## src/rtl/fnma_pkg.sv

```systemverilog
package fnma_pkg;
    localparam int DW    = 64;
    localparam int EW    = 11;
    localparam int FW    = 52;
    localparam int NOPS  = 3;
    localparam int SBIT  = DW - 1;
    localparam int QBIT  = FW - 1;
    localparam int NFLG  = 6;
    localparam logic [DW-1:0] DEFAULT_QNAN = {1'b0, {EW{1'b1}}, 1'b1, {(FW-1){1'b0}}};
    localparam logic [DW-1:0] SIGN_MASK    = {1'b1, {(DW-1){1'b0}}};

    typedef enum logic [2:0] {
        CL_ZERO, CL_SUB, CL_NORM, CL_INF, CL_QNAN, CL_SNAN
    } fp_class_e;

    typedef struct packed {
        logic      sign;
        fp_class_e cls;
    } op_info_t;

    typedef struct packed {
        logic vxsnan;
        logic vximz;
        logic vxisi;
        logic ox;
        logic ux;
        logic xx;
    } flags_t;

    function automatic fp_class_e classify(input logic [DW-1:0] v);
        logic [EW-1:0] e;
        logic [FW-1:0] f;
        e = v[DW-2 -: EW];
        f = v[FW-1:0];
        if (e == '0)
            return (f == '0) ? CL_ZERO : CL_SUB;
        else if (e == '1) begin
            if (f == '0)   return CL_INF;
            if (f[QBIT])   return CL_QNAN;
            return CL_SNAN;
        end
        return CL_NORM;
    endfunction

    function automatic logic is_nan(input fp_class_e c);
        return (c == CL_QNAN) || (c == CL_SNAN);
    endfunction

    function automatic logic [DW-1:0] quiet(input logic [DW-1:0] v);
        logic [DW-1:0] r;
        r = v;
        r[QBIT] = 1'b1;
        return r;
    endfunction
endpackage

```

## src/rtl/fnma_classify.sv

```systemverilog
module fnma_classify
    import fnma_pkg::*;
(
    input  logic [DW-1:0] val,
    output op_info_t      info
);
    always_comb begin
        info.sign = val[SBIT];
        info.cls  = classify(val);
    end
endmodule

```

## src/rtl/fnma_select.sv

```systemverilog
module fnma_select
    import fnma_pkg::*;
(
    input  logic [NOPS-1:0][DW-1:0] ops,
    input  op_info_t [NOPS-1:0]     info,
    input  logic [DW-1:0]           dp_result,
    input  logic [2:0]              dp_flags,
    output logic [DW-1:0]           res,
    output flags_t                  flags
);
    localparam int IA = 0;
    localparam int IB = 1;
    localparam int IC = 2;

    logic          any_nan;
    logic          any_snan;
    logic [DW-1:0] nan_pick;
    logic          imz;
    logic          prod_inf;
    logic          prod_sign;
    logic          isi;
    logic          dp_is_nan;

    always_comb begin
        any_nan  = 1'b0;
        any_snan = 1'b0;
        nan_pick = DEFAULT_QNAN;
        for (int i = NOPS - 1; i >= 0; i--) begin
            if (is_nan(info[i].cls)) begin
                any_nan  = 1'b1;
                nan_pick = ops[i];
            end
            if (info[i].cls == CL_SNAN)
                any_snan = 1'b1;
        end
    end

    always_comb begin
        imz = ((info[IA].cls == CL_ZERO) && (info[IC].cls == CL_INF)) ||
              ((info[IA].cls == CL_INF)  && (info[IC].cls == CL_ZERO));
        prod_inf  = ((info[IA].cls == CL_INF) || (info[IC].cls == CL_INF)) && !imz;
        prod_sign = info[IA].sign ^ info[IC].sign;
        isi = prod_inf && (info[IB].cls == CL_INF) && (prod_sign != info[IB].sign);
        dp_is_nan = is_nan(classify(dp_result));
    end

    always_comb begin
        flags = '0;
        res   = DEFAULT_QNAN;
        if (any_nan) begin
            res          = quiet(nan_pick);
            flags.vxsnan = any_snan;
        end else if (imz) begin
            flags.vximz = 1'b1;
        end else if (isi) begin
            flags.vxisi = 1'b1;
        end else begin
            res      = dp_is_nan ? dp_result : (dp_result ^ SIGN_MASK);
            flags.ox = dp_flags[2];
            flags.ux = dp_flags[1];
            flags.xx = dp_flags[0];
        end
    end
endmodule

```

## src/rtl/fnma_status.sv

```systemverilog
module fnma_status
    import fnma_pkg::*;
(
    input  logic               clk,
    input  logic               rst,
    input  logic               in_valid,
    input  logic [DW-1:0]      res,
    input  flags_t             flags,
    input  logic               rec_flag,
    input  logic [3:0]         en_mask,
    output logic               out_valid,
    output logic [DW-1:0]      out_res,
    output logic [NFLG-1:0]    out_flags,
    output logic               out_vx,
    output logic               out_fx,
    output logic               out_fex,
    output logic [3:0]         out_cr
);
    logic [NFLG-1:0] seen_q;
    logic [NFLG-1:0] flag_vec;
    logic            vx;
    logic            fx;
    logic            fex;
    logic [3:0]      raised;

    always_comb begin
        flag_vec = flags;
        vx       = flags.vxsnan | flags.vximz | flags.vxisi;
        fx       = |(flag_vec & ~seen_q);
        raised   = {vx, flags.ox, flags.ux, flags.xx};
        fex      = |(raised & en_mask);
    end

    always_ff @(posedge clk) begin
        if (rst) begin
            seen_q    <= '0;
            out_valid <= 1'b0;
            out_res   <= '0;
            out_flags <= '0;
            out_vx    <= 1'b0;
            out_fx    <= 1'b0;
            out_fex   <= 1'b0;
            out_cr    <= '0;
        end else begin
            out_valid <= in_valid;
            if (in_valid) begin
                seen_q    <= seen_q | flag_vec;
                out_res   <= res;
                out_flags <= flag_vec;
                out_vx    <= vx;
                out_fx    <= fx;
                out_fex   <= fex;
                if (rec_flag)
                    out_cr <= {fx, fex, vx, flags.ox};
            end
        end
    end
endmodule

```

## src/rtl/fnma_special_unit.sv

```systemverilog
module fnma_special_unit
    import fnma_pkg::*;
(
    input  logic            clk,
    input  logic            rst,
    input  logic            in_valid,
    input  logic [63:0]     op_a,
    input  logic [63:0]     op_c,
    input  logic [63:0]     op_b,
    input  logic [63:0]     dp_result,
    input  logic [2:0]      dp_flags,
    input  logic            rec_flag,
    input  logic [3:0]      en_mask,
    output logic            out_valid,
    output logic [63:0]     out_res,
    output logic [5:0]      out_flags,
    output logic            out_vx,
    output logic            out_fx,
    output logic            out_fex,
    output logic [3:0]      out_cr
);
    logic [NOPS-1:0][DW-1:0] ops;
    op_info_t [NOPS-1:0]     info;
    logic [DW-1:0]           sel_res;
    flags_t                  sel_flags;

    assign ops = {op_c, op_b, op_a};

    for (genvar g = 0; g < NOPS; g++) begin : g_cls
        fnma_classify u_cls (
            .val  (ops[g]),
            .info (info[g])
        );
    end

    fnma_select u_sel (
        .ops       (ops),
        .info      (info),
        .dp_result (dp_result),
        .dp_flags  (dp_flags),
        .res       (sel_res),
        .flags     (sel_flags)
    );

    fnma_status u_stat (
        .clk       (clk),
        .rst       (rst),
        .in_valid  (in_valid),
        .res       (sel_res),
        .flags     (sel_flags),
        .rec_flag  (rec_flag),
        .en_mask   (en_mask),
        .out_valid (out_valid),
        .out_res   (out_res),
        .out_flags (out_flags),
        .out_vx    (out_vx),
        .out_fx    (out_fx),
        .out_fex   (out_fex),
        .out_cr    (out_cr)
    );
endmodule

```

## config.mk

```make
export PLATFORM = sky130hd
export DESIGN_NAME = fnma_special_unit
export DESIGN_NICKNAME = d
export VERILOG_FILES = /design/src/rtl/fnma_pkg.sv /design/src/rtl/fnma_classify.sv /design/src/rtl/fnma_select.sv /design/src/rtl/fnma_status.sv /design/src/rtl/fnma_special_unit.sv
export SDC_FILE = /design/constraint.sdc
export NUM_CORES = 1
export LEC_CHECK = 0
export BUFFER_PORTS_ARGS = -buffer_cell sky130_fd_sc_hd__buf_2
export CAP_MARGIN = 5
export CORE_AREA = 4 4 133 135
export CTS_BUF_LIST = sky130_fd_sc_hd__clkbuf_8
export CTS_CLUSTER_DIAMETER = 50
export DETAILED_ROUTE_END_ITERATION = 8
export DIE_AREA = 0 0 137 139
export HOLD_SLACK_MARGIN = 0.02
export PLACE_DENSITY_LB_ADDON = 0.25
export SYNTH_ARGS = -nofsm -noshare
export SYNTH_HDL_FRONTEND = slang
export SYNTH_SLANG_ARGS = --single-unit
```

## constraint.sdc

```tcl
create_clock -name clk -period 4.2 [get_ports clk]
set_input_delay 0.21 -clock clk [delete_from_list [all_inputs] [get_ports clk]]
set_output_delay 0.21 -clock clk [all_outputs]
set_load 0.05 [all_outputs]
```

After elaboration in Yosys (flattened, before gate mapping)
Index checks and enable logic that the tools add are counted.
{"block": "totals", "input_bits": 267, "latchBits": 0, "mem_count": 0, "output_inout_bits": 78, "romBits": 0, "ff_bits": 84, "ram_bits": 0}
{"block": "classes", "n_addsub": 0, "n_shift": 0, "reduce_logical": 25, "eq_ne": 16, "magnitude_cmp": 0, "mux": 87, "mul": 0, "bitwise": 8, "div_mod_pow": 0}
{"operator": "$mux 64", "count": 7}
{"operator": "$logic_not 52->1", "count": 4}
{"operator": "$mux 3", "count": 29}
{"operator": "$mux 1", "count": 49}
{"operator": "$eq 11x11->1 const B", "count": 4}
{"operator": "$logic_not 11->1", "count": 4}
{"operator": "$eq 3x3->1 const B", "count": 8}
{"operator": "$eq 3x2->1 const B", "count": 3}
{"operator": "$and 6x6->6", "count": 1}
{"operator": "$logic_not 3->1", "count": 2}
{"operator": "$logic_or 1x1->1", "count": 6}
{"operator": "$not 6->6", "count": 1}
{"operator": "$or 6x6->6", "count": 1}
{"operator": "$reduce_or 6->1", "count": 1}
{"operator": "$logic_and 1x1->1", "count": 5}
{"operator": "$mux 5", "count": 1}
{"operator": "$and 4x4->4", "count": 1}
{"operator": "$mux 4", "count": 1}
{"operator": "$reduce_or 4->1", "count": 1}
{"operator": "$or 1x1->1", "count": 2}
{"operator": "$reduce_and 2->1", "count": 1}
{"operator": "$logic_not 1->1", "count": 1}
{"operator": "$ne 1x1->1", "count": 1}
{"operator": "$not 1->1", "count": 1}
{"operator": "$xor 1x1->1", "count": 1}

Logic depth before layout (Yosys ltp)
{"block": "depth", "word_depth": 26, "ltp_mapped": 10}

Modules after synthesis
A second synthesis with hierarchy kept.
{"block": "hier_totals", "cells_unflattened": 653, "hier_area_um2": 5571.6}
{"mod": "fnma_status", "instances": 1, "cells_per_inst": 283, "area_each_um2": 3017.9}
{"mod": "fnma_select", "instances": 1, "cells_per_inst": 277, "area_each_um2": 1904.3}
{"mod": "fnma_classify", "instances": 3, "cells_per_inst": 31, "area_each_um2": 216.5}

Worst setup path after synthesis
Ideal clock, no wire load.
{"block": "synth_timing", "path_type": "input port to flip-flop", "start": "input op_a[6]", "end": "register u_stat.out_res[31]", "path_stages": 9, "arrival_time_ps": 2180, "n_path_buf": 2, "required_time_ps": 4111, "setup_slack_ps": 1932, "path_cell_list": "nor4_1 -> nand4_1 -> nor4_4 -> o22ai_2 -> a2111oi_4 -> buf_4 -> buf_4 -> nand2_1 -> a311oi_2"}
{"block": "synth_between", "elab_chain_len": 18, "word_cells_on_any_way": 27, "classes_between": "eq/ne (3); mux (13); reduce/logical (11)"}
{"element": "from (decl)", "line_no": "fnma_special_unit.sv:7", "text": "input logic [63:0] op_a,"}
{"element": "$logic_not 52->1 *", "line_no": "fnma_pkg.sv:36, fnma_pkg.sv:38"}
{"element": "$mux 1", "line_no": "fnma_pkg.sv:38", "text": "if (f == '0) return CL_INF;"}
{"element": "$mux 1", "line_no": "fnma_pkg.sv:37", "text": "else if (e == '1) begin"}
{"element": "$mux 1", "line_no": "fnma_pkg.sv:35", "text": "if (e == '0)"}
{"element": "$mux 3", "line_no": "fnma_pkg.sv:39", "text": "if (f[QBIT]) return CL_QNAN;"}
{"element": "$mux 3", "line_no": "fnma_pkg.sv:37"}
{"element": "$mux 3 *", "line_no": "fnma_pkg.sv:35"}
{"element": "$mux 3 *", "line_no": "fnma_pkg.sv:42", "text": "return CL_NORM;"}
{"element": "$eq 3x2->1 / $logic_not 3->1 (equally long branches)", "line_no": "fnma_select.sv:40, fnma_select.sv:41, fnma_select.sv:39"}
{"element": "$logic_and 1x1->1 (on tied branches)", "line_no": "fnma_select.sv:40, fnma_select.sv:39"}
{"element": "$logic_or 1x1->1", "line_no": "fnma_select.sv:39", "text": "imz = ((info[IA].cls == CL_ZERO) && (info[IC].cls == CL_INF)) ||"}
{"element": "$logic_not 1->1", "line_no": "fnma_select.sv:41", "text": "prod_inf = ((info[IA].cls == CL_INF) || (info[IC].cls == CL_INF)) && !imz;"}
{"element": "$logic_and 1x1->1", "line_no": "fnma_select.sv:41"}
{"element": "$logic_and 1x1->1 (2 in series)", "line_no": "fnma_select.sv:43", "text": "isi = prod_inf && (info[IB].cls == CL_INF) && (prod_sign != info[IB].sign);"}
{"element": "$mux 64", "line_no": "fnma_select.sv:55", "text": "end else if (isi) begin"}
{"element": "$mux 64", "line_no": "fnma_select.sv:53", "text": "end else if (imz) begin"}
{"element": "$mux 64 *", "line_no": "fnma_select.sv:50", "text": "if (any_nan) begin"}
{"element": "to (signal assigned)", "line_no": "fnma_status.sv:48", "text": "out_res <= res;"}
{"element": "to (decl)", "line_no": "fnma_status.sv:12", "text": "output logic [DW-1:0] out_res,"}
Mark *: on every way between the ends. The rest lies on a longest branch, timed or not. The select of a mux whose other input is x is not followed.
A chain may end at the register's enable or synchronous reset.

Worst setup path after layout
{"block": "layout_timing", "start": "input op_a[1]", "end": "register u_stat.out_res[0]"}
Same word-level chain as after synthesis.

==> results.cfg <==
[clock_tree]
tritoncts_num_sinks = 84
cts-buffers-inserted = 9
clock_tree.buffer_depth = 2
post_cts_hold_buffer_count = 0
ctsRootBufferMaster = clkbuf_8
post_cts.resized_instances = 0
tritoncts = done
post_cts.repair.setup_buffers = 0
clkTransAtPathRegs_ns = 0.10
clk_latency_ns = 0.38
htree_levels = 3

[grt]
global_route.usage.total_pct = 25.1
grt_pass1_vias = 6151
globalRouteOverflowTotal = 0
grt_pass1_wl_mm = 36.5
antenna_found_initial = 4
grt_start_max_net_pins = 85

[timing]
final_min_period_over_clock_period_pct = 72.3
final_hold_viol_count = 0
max_slew.worst_pin.slew_ns = 1.08
achievable-frequency_mhz = 329
final_min_period_ns = 3.04
finalSetupTns_ns = 0
fin_worst_skew_ns = 0.00141
slew_viol_final = 0
rsz0062_at_grt = false
relSlewSlack_pct = 27.8
total_setup_violations_reported_at_the_end_of_the_flow = 0

[place]
gp_routability_congestion = 0.954
detailedPlacementHpwl_mm = 19.8
placement.io_buffers = 344

[power]
power_density_mw_per_mm2 = 309
vdd_ir_drop_max_mv = 0.139
cellLeakagePower_nw = 3.09

[floorplan]
initial_core_util_pct = 29.2
die_height_um = 139
floorplan.die.width_um = 137
fp.dieArea_sq_mm = 0.0190
io_pins = 345
coreArea_sq_mm = 0.0165
std_cell_rows = 47

[final_layout]
drive_above_1_share_pct = 45.2
final_net_count = 1150
finish.utilization_pct = 42.0
seq_area_sq_mm = 0.00168
multi_input_combinational_cell_area_sq_mm = 0.00287
fillerInstances = 1725
syn2layout_area_growth_pct = 43.9

[flow_run]
maxCapViolations = 0

[synthesis]
yosysSeqAreaShare_pct = 35.0
yosys_most_used_dff = dfxtp_1
synth_edf_count = 0
postSynthNetCount = 836
synth_cell_type_count = 45
post_synth_instance_area_sq_mm = 0.00481
postSynthCellCount = 569
avgSynthCellArea_sq_um = 8.45
synth.ff_latch_count = 84
share_of_async_settable_or_async_resettable_flops_after_synthesis_pct = 0
ys.warnings.count = 0

[worst_setup_path]
worst-endpoint-required_ns = 4.49
end_kind = flop
cp.arrival_ns = 3.33
path_max_fanout = 51
path_class = input port to flop
crit_path_start_kind = input port

[routing]
drt_first_iter_violations = 642
routed_via_density = 5.68
route.antenna.remaining_nets = 0
drt_pass1_iterations = 9
drt-wirelength-per-cell_um = 22.4
vias = 6315
remaining_drc_errors = 0
route.final.wire_length_mm = 24.8

[worst_hold_path]
type_of_the_most_critical_hold_path = input port to flop

[status]
run_status = completed
## synthesized netlist by cell type, types with 13 or more instances
cell type   n  area share [%]
a222oi_1   51              11
nand4_1    16             2.1
nand3_1    14             1.5
nor4_1     56             7.3
a311oi_1   33             6.0
nor2_1     75             5.9
a21oi_1    14             1.5
nand2_1    61             4.8
inv_1      21             1.6
clkbuf_1   39             3.0
dfxtp_1    84              35
a311oi_2   25             7.8
a211oi_1   13             2.0
## path summary, 6_finish.rpt
kind                              to              from  slack [ns]  cells past startpoint
setup / recovery   u_stat.out_res[0]           op_a[1]        1.16                      9
hold / removal    u_stat.out_res[58]     dp_result[58]        0.06                      3
setup reg to reg       u_stat.out_fx  u_stat.seen_q[1]        2.98                      5
hold reg to reg     u_stat.seen_q[5]  u_stat.seen_q[5]        0.46                      2
## through the flow
stage	hold WS, ns	cell area, sq um	setup WS [ns]	power, mW	std cells
3_5_place_dp	0.444	6680	0.761	1.46	1092
6_report	0.0643	6920	1.16	2.14	1111
4_1_cts	0.0405	6910	1.17	2.15	1108
2_1_floorplan	0.345	4810	1.93	1.20	569
3_3_place_gp	0.439	6680	0.775	1.46	1092
5_1_grt	0.0489	6920	0.906	2.22	1111
## sequential cells by signal (all words and copies together), names as in the netlist
register and cells:
u_stat.out_vx 1, u_stat.out_valid 1, u_stat.out_fx 1, u_stat.seen_q 6, u_stat.out_flags 6, u_stat.out_res 64
u_stat.out_fex 1, u_stat.out_cr 4
## cells by family (layout without fill, tap and decap cells)
logic type / count (synthesis) / after routing / synth area share, %
other cells: 0 / 3 / 0
mux: 3 / 3 / 0.650
compound gates: 152 / 152 / 31.0
simple gates: 258 / 258 / 27.1
xor+xnor: 3 / 3 / 0.546
flops: 84 / 84 / 35.0
buf+inv: 69 / 388 / 5.83
## critical path, cell delays in order
cell and delay (ns):
buf_2 0.11, nor4_1 0.51, nand4_1 0.27, nor4_4 0.57, o22ai_2 0.29, nor3_4 0.17, buf_4 0.51, a222oi_1 0.34
a311oi_1 0.32
## cell usage in the layout, fill, tap and decap left out, types with 3 or more instances in the layout
master	Yosys	final
dfxtp_1	84	84
a21oi_1	14	14
nand3_1	14	14
buf_4	4	9
a311oi_1	33	33
nand2b_1	7	7
xnor2_1	3	3
nor4_1	56	56
a311oi_2	25	25
a211oi_1	13	13
a222oi_1	51	51
nor2_1	75	74
buf_2	5	342
nor3_1	7	7
or3_1	4	4
nand4_1	16	16
inv_1	21	21
and2_1	4	4
diode_2	0	3
nand2_1	61	61
clkbuf_8	0	9
## layer usage
layer  vias up  part of all wire [%]  GRT usage [%]
met5         -                 0.052              0
met4         2                   2.7           9.14
met3        48                   9.1           5.44
met2       385                    47           40.8
met1      2944                    41           32.4
li1       2936                     -              -
## cell type report
type / instances / share of cell area, %
clock inverter: 7 / 1.52
timing repair buffer: 351 / 25.7
inverter: 21 / 1.14
sequential: 84 / 24.3
tap: 220 / 3.98
clock buffer: 9 / 1.79
antenna: 3 / 0.108
multi-input combinational: 416 / 41.4
## where the power goes
part	switching, mW	total [mW]	internal, mW
registers	0.0260	0.874	0.848
clock network	0.350	0.695	0.345
logic	0.384	0.569	0.185
(Power assumes the default switching activity.)
